<file path="config.mk">
export PLATFORM = sky130hd
export DESIGN_NAME = nvsr_ctrl
export DESIGN_NICKNAME = d
export VERILOG_FILES = /design/src/rtl/nvsr_pkg.sv /design/src/rtl/nvsr_sync.sv /design/src/rtl/nvsr_timer.sv /design/src/rtl/nvsr_ctrl.sv
export SDC_FILE = /design/constraint.sdc
export NUM_CORES = 1
export LEC_CHECK = 0
export ABC_CLOCK_PERIOD_IN_PS = 1800
export BUFFER_PORTS_ARGS = -buffer_cell sky130_fd_sc_hd__buf_2
export CAP_MARGIN = 20
export CORE_ASPECT_RATIO = 0.6
export CORE_UTILIZATION = 25
export DETAILED_ROUTE_END_ITERATION = 6
export PLACE_DENSITY = 0.42
export SLEW_MARGIN = 20
export SYNTH_ARGS = -nofsm -noshare
export SYNTH_HDL_FRONTEND = slang
export SYNTH_HIERARCHICAL = 1
export SYNTH_SLANG_ARGS = --single-unit
</file>
<file path="constraint.sdc">
create_clock -name clk -period 1.8 [get_ports clk]
set_input_delay 0.18 -clock clk [delete_from_list [all_inputs] [get_ports clk]]
set_output_delay 0.18 -clock clk [all_outputs]
set_load 0.01 [all_outputs]
</file>
<file path="src/rtl/nvsr_pkg.sv">
package nvsr_pkg;

  typedef enum logic [2:0] {
    ST_IDLE   = 3'd0,
    ST_WINDOW = 3'd1,
    ST_STORE  = 3'd2,
    ST_CLEAR  = 3'd3,
    ST_LOAD   = 3'd4
  } nvsr_state_e;

  function automatic int max2(input int a, input int b);
    return (a > b) ? a : b;
  endfunction

endpackage

</file>
<file path="src/rtl/nvsr_sync.sv">
module nvsr_sync #(
  parameter int   STAGES  = 2,
  parameter logic RST_VAL = 1'b1
) (
  input  logic clk,
  input  logic rst,
  input  logic d,
  output logic q
);

  logic [STAGES-1:0] chain;

  generate
    if (STAGES == 1) begin : g_single
      always_ff @(posedge clk) begin
        if (rst) chain <= RST_VAL;
        else     chain <= d;
      end
    end else begin : g_multi
      always_ff @(posedge clk) begin
        if (rst) chain <= {STAGES{RST_VAL}};
        else     chain <= {chain[STAGES-2:0], d};
      end
    end
  endgenerate

  assign q = chain[STAGES-1];

endmodule

</file>
<file path="src/rtl/nvsr_timer.sv">
module nvsr_timer #(
  parameter int W = 4
) (
  input  logic         clk,
  input  logic         rst,
  input  logic         load,
  input  logic [W-1:0] load_val,
  output logic         zero
);

  logic [W-1:0] cnt;

  always_ff @(posedge clk) begin
    if (rst)              cnt <= '0;
    else if (load)        cnt <= load_val;
    else if (cnt != '0)   cnt <= cnt - 1'b1;
  end

  assign zero = (cnt == '0);

endmodule

</file>
<file path="src/rtl/nvsr_ctrl.sv">
module nvsr_ctrl
  import nvsr_pkg::*;
#(
  parameter int DELAY_CYC   = 16,
  parameter int STORE_CYC   = 64,
  parameter int CLEAR_CYC   = 8,
  parameter int LOAD_CYC    = 32,
  parameter int SYNC_STAGES = 2
) (
  input  logic clk,
  input  logic rst,
  input  logic sw_store_req,
  input  logic sw_recall_req,
  input  logic hs_line_in,
  input  logic pwr_fail,
  input  logic host_rd,
  input  logic host_wr,
  output logic hs_pull_en,
  output logic xfer_store,
  output logic xfer_clear,
  output logic xfer_load,
  output logic host_busy,
  output logic wr_inhibit
);

  localparam int MAX_CYC = max2(max2(DELAY_CYC, STORE_CYC), max2(CLEAR_CYC, LOAD_CYC));
  localparam int CW      = $clog2(MAX_CYC + 1);
  localparam logic [CW-1:0] LD_DELAY = CW'(DELAY_CYC - 1);
  localparam logic [CW-1:0] LD_STORE = CW'(STORE_CYC - 1);
  localparam logic [CW-1:0] LD_CLEAR = CW'(CLEAR_CYC - 1);
  localparam logic [CW-1:0] LD_LOAD  = CW'(LOAD_CYC - 1);

  nvsr_state_e   state_q, state_d;
  logic          line_q, line_prev_q, pf_prev_q;
  logic          dirty_q, wr_cont_q;
  logic          pend_sw_q, pend_hw_q, pend_rc_q;
  logic          pend_sw_d, pend_hw_d, pend_rc_d;
  logic          tmr_load, tmr_zero;
  logic [CW-1:0] tmr_val;

  // Handshake line read-back (also sees this block's own pull)
  nvsr_sync #(.STAGES(SYNC_STAGES), .RST_VAL(1'b1)) u_line_sync (
    .clk (clk),
    .rst (rst),
    .d   (hs_line_in),
    .q   (line_q)
  );

  nvsr_timer #(.W(CW)) u_phase_timer (
    .clk      (clk),
    .rst      (rst),
    .load     (tmr_load),
    .load_val (tmr_val),
    .zero     (tmr_zero)
  );

  logic line_low, line_fall, pf_rise, quiet, wr_acc, xfer_done;

  assign line_low  = ~line_q;
  assign line_fall = line_prev_q & ~line_q;
  assign pf_rise   = pwr_fail & ~pf_prev_q;
  assign quiet     = ~host_rd & ~host_wr;
  assign xfer_done = tmr_zero & ((state_q == ST_STORE) | (state_q == ST_LOAD));

  // Write gating: new writes refused in window or while line low; an
  // accepted write keeps going until its strobe drops.
  assign wr_inhibit = host_busy |
                      (((state_q == ST_WINDOW) | line_low) & ~wr_cont_q);
  assign wr_acc     = host_wr & ~wr_inhibit;

  always_comb begin
    state_d   = state_q;
    tmr_load  = 1'b0;
    tmr_val   = '0;
    pend_sw_d = pend_sw_q | sw_store_req;
    pend_hw_d = pend_hw_q | line_fall | pf_rise;
    pend_rc_d = pend_rc_q | sw_recall_req;
    unique case (state_q)
      ST_IDLE: begin
        if (pend_hw_d && !dirty_q) pend_hw_d = 1'b0;
        if (pend_hw_d) begin
          state_d   = ST_WINDOW;
          tmr_load  = 1'b1;
          tmr_val   = LD_DELAY;
          pend_hw_d = 1'b0;
          pend_sw_d = 1'b0;
        end else if (pend_sw_d) begin
          if (quiet) begin
            state_d   = ST_STORE;
            tmr_load  = 1'b1;
            tmr_val   = LD_STORE;
            pend_sw_d = 1'b0;
          end
        end else if (pend_rc_d && quiet) begin
          state_d   = ST_CLEAR;
          tmr_load  = 1'b1;
          tmr_val   = LD_CLEAR;
          pend_rc_d = 1'b0;
        end
      end
      ST_WINDOW: begin
        pend_sw_d = 1'b0;
        pend_hw_d = 1'b0;
        if (tmr_zero) begin
          state_d  = ST_STORE;
          tmr_load = 1'b1;
          tmr_val  = LD_STORE;
        end
      end
      ST_STORE: begin
        pend_sw_d = 1'b0;
        pend_hw_d = 1'b0;
        if (tmr_zero) state_d = ST_IDLE;
      end
      ST_CLEAR: begin
        pend_rc_d = 1'b0;
        if (tmr_zero) begin
          state_d  = ST_LOAD;
          tmr_load = 1'b1;
          tmr_val  = LD_LOAD;
        end
      end
      ST_LOAD: begin
        pend_rc_d = 1'b0;
        if (tmr_zero) state_d = ST_IDLE;
      end
      default: state_d = ST_IDLE;
    endcase
  end

  always_ff @(posedge clk) begin
    if (rst) begin
      state_q     <= ST_IDLE;
      line_prev_q <= 1'b1;
      pf_prev_q   <= 1'b1;
      dirty_q     <= 1'b0;
      wr_cont_q   <= 1'b0;
      pend_sw_q   <= 1'b0;
      pend_hw_q   <= 1'b0;
      pend_rc_q   <= 1'b0;
      hs_pull_en  <= 1'b0;
      xfer_store  <= 1'b0;
      xfer_clear  <= 1'b0;
      xfer_load   <= 1'b0;
      host_busy   <= 1'b0;
    end else begin
      state_q     <= state_d;
      line_prev_q <= line_q;
      pf_prev_q   <= pwr_fail;
      wr_cont_q   <= wr_acc;
      pend_sw_q   <= pend_sw_d;
      pend_hw_q   <= pend_hw_d;
      pend_rc_q   <= pend_rc_d;
      if (xfer_done)   dirty_q <= 1'b0;
      else if (wr_acc) dirty_q <= 1'b1;
      hs_pull_en  <= (state_d == ST_STORE);
      xfer_store  <= (state_d == ST_STORE);
      xfer_clear  <= (state_d == ST_CLEAR);
      xfer_load   <= (state_d == ST_LOAD);
      host_busy   <= (state_d == ST_STORE) | (state_d == ST_CLEAR) |
                     (state_d == ST_LOAD);
    end
  end

  // Flag only rises after an accepted host write
  assert_dirty_from_write_R1: assert property (@(posedge clk) disable iff (rst)
    $rose(dirty_q) |-> $past(host_wr && !wr_inhibit));

  // Any completed transfer leaves the flag clear
  assert_dirty_clear_after_xfer_R1: assert property (@(posedge clk) disable iff (rst)
    $fell(host_busy) |-> !dirty_q);

  // A window is only opened when the flag was set
  assert_window_needs_dirty_R2: assert property (@(posedge clk) disable iff (rst)
    (state_q == ST_WINDOW && $past(state_q) == ST_IDLE) |-> $past(dirty_q));

  // Load phase follows the clear phase with no gap
  assert_load_follows_clear_R7: assert property (@(posedge clk) disable iff (rst)
    $fell(xfer_clear) |-> xfer_load);

  // Stores always refuse host writes
  assert_store_blocks_write_R5: assert property (@(posedge clk) disable iff (rst)
    xfer_store |-> wr_inhibit);

endmodule

</file>
==> results of run 1 <==
-- where the power goes --
| group | switching, mW | internal (mW) |
|---|---|---|
| Clock | 0.187 | 0.157 |
| Sequential | 0.0874 | 0.657 |
| Combinational | 0.739 | 0.854 |
| Total | 1.01 | 1.67 |
-- cells in the final DEF, fill, tap and decap left out, types with 3 or more instances in the layout --
| cell | synthesis | layout |
|---|---|---|
| nor3_1 | 7 | 7 |
| buf_4 | 1 | 36 |
| a21oi_1 | 6 | 4 |
| dfxtp_1 | 23 | 16 |
| a211oi_1 | 3 | 3 |
| xnor2_1 | 4 | 4 |
| buf_2 | 1 | 13 |
| or2_2 | 5 | 3 |
| xor2_1 | 3 | 3 |
| dfxtp_2 | 0 | 5 |
| o22ai_1 | 4 | 3 |
| nand2_1 | 12 | 11 |
| nor2_1 | 10 | 9 |
| or3_4 | 1 | 3 |
| a31oi_1 | 4 | 4 |
| clkbuf_8 | 0 | 3 |
-- flip-flops by register name (all words and copies together), names as in the netlist --
name / flops
host_busy: 1
pend_rc_q: 1
state_q: 3
xfer_clear: 1
dirty_q: 1
pf_prev_q: 1
u_phase_timer/cnt: 7
pend_sw_q: 1
xfer_store: 1
wr_cont_q: 1
line_prev_q: 1
xfer_load: 1
pend_hw_q: 1
u_line_sync/chain: 2
-- metrics by stage --
step	setup WS [ns]	total power, mW	cells	hold slack, ns
global placement	-0.00643	2.13	224	0.367
floorplan	0.00995	1.74	132	0.252
finish	0.0284	2.68	237	0.0945
CTS	0.0140	2.49	229	0.0888
detailed placement	-0.0215	2.11	224	0.376
global route	-0.0913	2.87	237	0.0846
-- layer usage --
metal,up-vias,track usage (%),wire [um]
met4,0,1.61,7
met1,492,18.4,1680
met2,27,20.5,1270
met5,-,0,0
met3,2,3.83,149
li1,558,-,-
-- worst paths after layout --
check                                                  startpoint                                 to  slack, ns  depth (start not counted)
worst max register to register  u_phase_timer/cnt[1]$_SDFFE_PP0P_  u_phase_timer/cnt[4]$_SDFFE_PP0P_       0.03                          8
worst min-delay path                                   hs_line_in    u_line_sync/chain[0]$_SDFF_PP1_       0.09                          2
worst max-delay path            u_phase_timer/cnt[1]$_SDFFE_PP0P_  u_phase_timer/cnt[4]$_SDFFE_PP0P_       0.03                          8
worst min register to register    u_line_sync/chain[0]$_SDFF_PP1_    u_line_sync/chain[1]$_SDFF_PP1_       0.41                          1
-- worst max-delay path, cell delays in order, from the launching register on --
cell      delay (ns)
dfxtp_2         0.34
inv_2           0.05
ha_4            0.15
and4b_2         0.24
nand2_4         0.09
o211ai_1        0.16
buf_4           0.19
or3_4           0.35
a21oi_2         0.13
-- logic make-up (layout without fill, tap and decap cells) --
family                     Yosys count  after routing
muxes                                2              2
DFF                                 23             23
buffers and inverters               11             56
other                                1              1
xor gates and xnor gates             7              7
and+or+nand+nor                     54             54
AOI/OAI and AO/OA                   32             32
adders and majority gates            2              2
-- final cells by class --
cell class	count	area, um^2
tap	60	75.1
sequential	23	474
clock inverter	1	7.51
fill	429	2640
clock buffer	3	41.3
inverter	3	11.3
multi-input combinational	98	717
timing repair buffer	49	335
-- repair_timing --
action                                  4_1_cts  5_1_grt
gates resized for setup                       2       18
endpoints found under the hold margin         0        0
setup buffers                                 1        8
pin swaps                                     1        6
endpoints found under the setup margin        3        9
==> impl_metrics.toml, run 1 <==
[status]
status = "finished, final reports clean"

[worst_setup_path]
arrival_ns = 1.98
path_max_fanout = 4
cp-start-kind = "flip-flop"
cp-end-kind = "flip-flop"
worstPathRequired_ns = 2.01
worstSetupPathType = "flip-flop to flip-flop"

[run]
drv_cap = 0

[synth]
synth_ff_type = "dfxtp_1"
synthDominantCellAreaShare_pct = 39.3
synth.distinct_cells = 45
synthMuxAreaShare_pct = 1.82
synth_common_cells = "23 x dfxtp_1, 12 x nand2_1, 10 x nor2_1"
synth_edf_count = 0
yosys.area_share.simple_pct = 25.3
yosysWarnings = 6
synth_seq_area_share_pct = 39.3
synth_xor_xnor_area_share_pct = 5.24
synth_area_leader_cell = "dfxtp_1"
avgSynthCellArea_um2 = 8.87
synth-compound-area-share_pct = 21.3
synth_async_sr_flop_share_pct = 0
synth_adder_area_share_pct = 2.14
synth.most_common_cell = "dfxtp_1"
synth_cells = 132
syn-num-nets = 142
synth_top_family_by_area = "simple AND/OR/NAND/NOR gates"
synth-seq-cells = 23
synth_area_leaders = "dfxtp_1 39%, nand2_1 3.8%, nor2_1 3.2%"
netlist_area_um2 = 1170

[routing]
dr_total_vias = 1079
route.detailed.wl_per_inst_um = 13.1
dr.first_iter.drc_count = 76
drt_drc_violations_left = 0
drt-pass1-iter-count = 4
wl_um = 3110
ant_nets = 0
vias_per_cell = 4.55

[placement]
place_area_um2 = 1490
gp_congestion = 0.782
io_buffer_count = 13
post-dp-hpwl_um = 2210

[layout]
final_util_pct = 38.6
fin_area_um2 = 1660
drive_gt1_share_pct = 47.5
nNetsFinal = 188
diodes = 0
area_delta_synth_final_pct = 41.9

[sta]
timing.final.crit_period_ns = 1.77
hold_viol_final = 0
finalClockSkew_ns = 0.00185
setup_violations = 0
tns_ns = 0
drv_slew = 0
min_period_over_period_pct = 98.4
max_clock_freq_mhz = 564
rsz0062_at_grt = "yes"

[global_routing]
grt_remaining_overflow = 0
grt_max_degree = 25
grt_pass1_wl_um = 4930
grt_pass1_vias = 1036
grt_usage_pct = 13.1
antenna_found_initial = 0

[cts]
numCtsBuffers = 3
root_buffer = "clkbuf_8"
clk_pin_slew_ns = 0.09
cts_tree = "done"
h-tree-depth = 1
clk_path_buf_depth = 2
clock-sinks = 23
cts-hold-fix-buffers = 0
clk_latency_ns = 0.27

[floorplan]
start_util_pct = 27.2
die_w_um = 90.4
core_um2 = 4300
io_pins = 14
row_count = 18
dieArea_um2 = 4970
die_h_um = 55.0

[power_and_ir_drop]
p_leak_nw = 0.695
ir_worst_vdd_mv = 0.490
power_density_nw_per_um2 = 1610

[min_path]
hp-class = "input pin to flip-flop"
Note: power is estimated with default switching activity, not from simulation.
==> run 2, diff against run 1 <==
- SLEW_MARGIN: 20 -> unset
- SYNTH_HIERARCHICAL: 1 -> unset
==> run 2 against run 1 <==
Compared with the run above:
- global-route usage decreased by 1.3 points
- register-to-register slack gained 0.07 ns
- critical path depth fell by 2
- synthesized area down 5.9%
- wire length fell by 22%
- final area shrank 22%
- critical endpoint is now xfer_store$_SDFF_PP0_
==> impl_metrics.toml, run 2 <==
[worst_setup_path]
crit_end = "xfer_store$_SDFF_PP0_"
path_max_fanout = 10
worstSetupPathType = "flip-flop to flip-flop"
cp-start-kind = "flip-flop"
arrival_ns = 1.91
cp-end-kind = "flip-flop"
crit_start = "u_phase_timer.cnt[0]$_SDFFE_PP0P_"
regToRegStartpoint = "u_phase_timer.cnt[0]$_SDFFE_PP0P_"
rr_endpoint = "xfer_store$_SDFF_PP0_"
regToRegSetupSlack_ns = 0.1
rr_worst_depth = 6
worstPathRequired_ns = 2.01

[sta]
tns_ns = 0
slew_headroom_pct = 71.5
min_period_over_period_pct = 94.7
finalClockSkew_ns = 0.00548
tightest_slew_ns = 0.427
drv_slew = 0
timing.final.crit_period_ns = 1.70
rsz0062_at_grt = "no"
hold_viol_final = 0
timing.hold.ws_ns = 0.0909
max_clock_freq_mhz = 587
setup_violations = 0

[floorplan]
start_util_pct = 26.5
dieArea_um2 = 4690
die_h_um = 53.4
die_w_um = 87.7
io_pins = 14
row_count = 18
core_um2 = 4170

[power_and_ir_drop]
ir_worst_vdd_mv = 0.284
power_density_nw_per_um2 = 1370
fin_total_pwr_mw = 1.77
p_leak_nw = 0.510

[cts]
root_buffer = "clkbuf_8"
cts_setup_buffers = 0
numCtsBuffers = 3
clk_path_buf_depth = 2
h-tree-depth = 1
cts_tree = "done"
clk_latency_ns = 0.27
clock-sinks = 23
clk_pin_slew_ns = 0.08

[synth]
synth_common_cells = "23 x dfxtp_1, 15 x a21oi_1, 9 x nor2_1"
synth_area_leaders = "dfxtp_1 42%, a21oi_1 6.8%, nor2_1 3.1%"
syn-num-nets = 130
synth_seq_area_share_pct = 41.8
synth-seq-cells = 23
synth_area_leader_cell = "dfxtp_1"
synth_ff_type = "dfxtp_1"
avgSynthCellArea_um2 = 9.11
synth.most_common_cell = "dfxtp_1"
synth_async_sr_flop_share_pct = 0
netlist_area_um2 = 1100
synthDominantCellAreaShare_pct = 41.8
synth.distinct_cells = 45
synth_cells = 121
synth_edf_count = 0
yosysWarnings = 0

[layout]
reg_top3 = "u_phase_timer.cnt (7), state_q (3), u_line_sync.chain (2)"
fin_area_um2 = 1290
area_delta_synth_final_pct = 17.4
diodes = 0
final_cell_mix = "23 x dfxtp_1, 14 x a21oi_1, 13 x buf_2"
largest_reg_flops = 7
drive_gt1_share_pct = 26.7
largest_register = "u_phase_timer.cnt"
final_common_cell = "dfxtp_1"
nNetsFinal = 145

[status]
status = "finished, final reports clean"

[routing]
ant_nets = 0
drt-pass1-iter-count = 4
drt_drc_violations_left = 0
dr.first_iter.drc_count = 64
vias_per_cell = 4.43
route.detailed.wl_per_inst_um = 12.4
wl_um = 2410
dr_total_vias = 863

[global_routing]
grt.busiest_layer = "met1"
gr-usage-met3_pct = 2.96
antenna_found_initial = 0
grt.met2_usage_pct = 16.0
grt_pass1_vias = 838
use_met1_pct = 18.1
grt_pass1_wl_um = 4080
grt_usage_pct = 11.8
grt_remaining_overflow = 0
grt_max_degree = 20

[placement]
gp_congestion = 0.727
io_buffer_count = 13
post-dp-hpwl_um = 1820
place_area_um2 = 1240

[min_path]
hp-class = "input pin to flip-flop"

[run]
drv_cap = 0
[run 2: timing repair]
item                                    in CTS  in global routing
endpoints found under the setup margin       0                  5
hold buffers                                 0                  0
gates resized for setup                      0                  2
[run 2: metal layers]
layer  vias up  share of wire, %  routed length (um)
li1        462                 -                   -
met1       382                59                1430
met2        17                37                 897
met3         2               2.9                  70
met4         0              0.87                  21
met5         -                 0                   0
[run 2: final cells by class]
type | instances | area (um^2)
clock buffers | 3 | 41.3
clock inverters | 1 | 5.00
fillers | 438 | 2870
inverters | 5 | 18.8
multi-input cells | 87 | 606
flip-flops and latches | 23 | 460
well taps | 60 | 75.1
repair buffers | 16 | 87.6
[run 2: power breakdown]
part	internal [mW]	switching, mW
clock network	0.155	0.178
logic	0.341	0.392
registers	0.609	0.0932
total	1.10	0.664
[run 2: kinds of logic (layout without fill, tap and decap cells)]
group / Yosys count / in the layout / synth area share, %
adder cells (fa/ha/maj): 1 / 1 / 1.13
buffers and inverters: 11 / 25 / 4.20
AO/OA/AOI/OAI: 33 / 33 / 21.6
XOR/XNOR: 5 / 5 / 3.97
flip-flops: 23 / 23 / 41.8
AND/OR/NAND/NOR: 48 / 48 / 27.4
[run 2: worst min-delay path by stage]
| stage | startpoint | end | slack (ns) | cells after the start |
|---|---|---|---|---|
| final | hs_line_in | u_line_sync.chain[0]$_SDFF_PP1_ | 0.09 | 2 |
| after global routing | hs_line_in | u_line_sync.chain[0]$_SDFF_PP1_ | 0.08 | 2 |
| after CTS | hs_line_in | u_line_sync.chain[0]$_SDFF_PP1_ | 0.08 | 2 |
| after detailed placement | hs_line_in | u_line_sync.chain[0]$_SDFF_PP1_ | 0.37 | 2 |
| after global placement | hs_line_in | u_line_sync.chain[0]$_SDFF_PP1_ | 0.36 | 2 |
| after floorplan | hs_line_in | u_line_sync.chain[0]$_SDFF_PP1_ | 0.28 | 1 |
[run 2: through the flow]
stage	setup slack (ns)	cells	utilization [%]
2_1_floorplan	0.301	121	-
3_3_place_gp	0.131	191	29.7
3_5_place_dp	0.0938	191	29.7
4_1_cts	0.0828	195	30.8
5_1_grt	0.00992	195	31.1
6_report	0.0963	195	31.1
[run 2: worst max-delay path, stage by stage, from the launching register on]
cell and delay [ns]:
dfxtp_1 0.32, inv_1 0.08, ha_1 0.20, nor3b_4 0.29, nand2_2 0.20, a21oi_1 0.32
and4_1 0.24
==> run 3, diff against run 2 <==
- ABC_CLOCK_PERIOD_IN_PS: 1800 -> 2200
- PLACE_DENSITY: 0.42 -> 0.41
- clock period: 1.8 -> 2.2 ns (I/O delays scaled with it)
==> run 3 against run 2 <==
Compared with the run above:
- critical path depth down 1
- sequential share of layout area up 0.49 points
- setup slack better by 0.30 ns
- highest routed layer unchanged
==> impl_metrics.toml, run 3 (same netlist as run 2, synthesis figures left out) <==
[status]
status = "finished, final reports clean"

[worst_setup_path]
worstPathRequired_ns = 1.98
rr_worst_depth = 6
regToRegSetupSlack_ns = 0.45
regToRegStartpoint = "u_phase_timer.cnt[0]$_SDFFE_PP0P_"
cp-start-kind = "flip-flop"
path_max_fanout = 11
worstSetupPathType = "flip-flop to primary output"
arrival_ns = 1.59
cp-end-kind = "primary output"
rr_endpoint = "xfer_store$_SDFF_PP0_"

[layout]
stdcell_count = 194
diodes = 0
final_cell_mix = "23 x dfxtp_1, 15 x a21oi_1, 13 x buf_2"
area_delta_synth_final_pct = 15.8
largest_register = "u_phase_timer.cnt"
multiInputGateArea_um2 = 596
final_common_cell = "dfxtp_1"
fillers = 447
reg_top3 = "u_phase_timer.cnt (7), state_q (3), u_line_sync.chain (2)"
nNetsFinal = 144
fin_area_um2 = 1280
drive_gt1_share_pct = 25.4
largest_reg_flops = 7
register_area_um2 = 460

[floorplan]
io_pins = 14
start_util_pct = 26.5
die_h_um = 53.4
dieArea_um2 = 4690
core_um2 = 4170
row_count = 18
die_w_um = 87.7

[placement]
post-dp-hpwl_um = 1870
gp_congestion = 0.807
place_area_um2 = 1230
dp_cells = 190
io_buffer_count = 13

[sta]
finalClockSkew_ns = 0.00192
tightest_slew_ns = 0.415
hold_viol_final = 0
timing.hold.ws_ns = 0.130
max_clock_freq_mhz = 554
timing.final.crit_period_ns = 1.81
setup_violations = 0
min_period_over_period_pct = 82.1
slew_headroom_pct = 72.2
drv_slew = 0
rsz0062_at_grt = "no"
tns_ns = 0

[global_routing]
grt_usage_pct = 11.8
grt_max_degree = 20
antenna_found_initial = 0
grt_pass1_vias = 790
grt_pass1_wl_um = 3930
grt_remaining_overflow = 0

[cts]
numCtsBuffers = 3
clock-sinks = 23
cts_tree = "done"
clk_path_buf_depth = 2
cts_resized = 0
cts_setup_buffers = 0
clk_pin_slew_ns = 0.08
h-tree-depth = 1
clk_latency_ns = 0.26
cts-hold-fix-buffers = 0
root_buffer = "clkbuf_8"

[routing]
drt_drc_violations_left = 0
vias_per_cell = 4.54
drt-pass1-iter-count = 4
wl_um = 2470
dr_total_vias = 881
dr.first_iter.drc_count = 30
ant_nets = 0
route.detailed.wl_per_inst_um = 12.7

[min_path]
worstHoldStart = "hs_line_in"
holdPathEnd = "u_line_sync.chain[0]$_SDFF_PP1_"
hp-class = "input pin to flip-flop"
min_delay_path_depth = 2

[power_and_ir_drop]
p_leak_nw = 0.504
p_switching_mw = 0.538
power_frac_clock_pct = 18.6
combPwrFrac_pct = 41.0
ir_worst_vdd_mv = 0.406
fin_total_pwr_mw = 1.43
p_seq_share_pct = 40.5
power.internal_mw = 0.890
power_density_nw_per_um2 = 1120
sw_frac_of_total_pct = 37.7

[run]
drv_cap = 0
-- run 3: layout make-up --
cell class                      instances  share of cell area [%]
Multi-Input combinational cell         87                    46.7
Sequential cell                        23                    36.1
Timing Repair Buffer                   15                    6.27
Tap cell                               60                    5.88
Clock buffer                            3                    3.24
Inverter                                5                    1.47
Clock inverter                          1                   0.392
-- run 3: critical path: stages, from the launching register on --
cell and delay, ns:
dfxtp_1 0.53, or3b_1 0.39, a21oi_1 0.15, nor2_1 0.09, inv_1 0.05, buf_2 0.11
-- run 3: layer usage --
metal  global-route usage (%)  routed length [um]  up-vias
met5                        0                   0        -
met4                     2.46                  10        0
met3                     4.52                 191        2
met2                     15.8                 842       26
met1                     17.2                1420      397
li1                         -                   -      456
-- run 3: worst max-delay path by stage --
stage	start	end	slack, ns
global placement	u_phase_timer.cnt[0]$_SDFFE_PP0P_	xfer_clear$_SDFF_PP0_	0.53
detailed placement	u_phase_timer.cnt[0]$_SDFFE_PP0P_	xfer_store$_SDFF_PP0_	0.49
finish	state_q[0]$_SDFF_PP0_	wr_inhibit	0.39
global route	u_phase_timer.cnt[0]$_SDFFE_PP0P_	xfer_store$_SDFF_PP0_	0.27
floorplan	u_phase_timer.cnt[0]$_SDFFE_PP0P_	xfer_clear$_SDFF_PP0_	0.70
CTS	state_q[0]$_SDFF_PP0_	wr_inhibit	0.39
-- run 3: metrics by stage --
stage	util, %	setup slack, ns
after floorplan	-	0.701
after global routing	30.6	0.273
after global placement	29.5	0.534
final	30.6	0.394
after CTS	30.6	0.389
after detailed placement	29.5	0.492
-- run 3: power groups by stage --
stage | combinational, mW | clock, mW | sequential [mW]
final | 0.585 | 0.265 | 0.578
after detailed placement | 0.584 | 0 | 0.586
after floorplan | 0.469 | 0 | 0.569
after CTS | 0.585 | 0.274 | 0.577
after global routing | 0.651 | 0.295 | 0.589
after global placement | 0.583 | 0 | 0.586
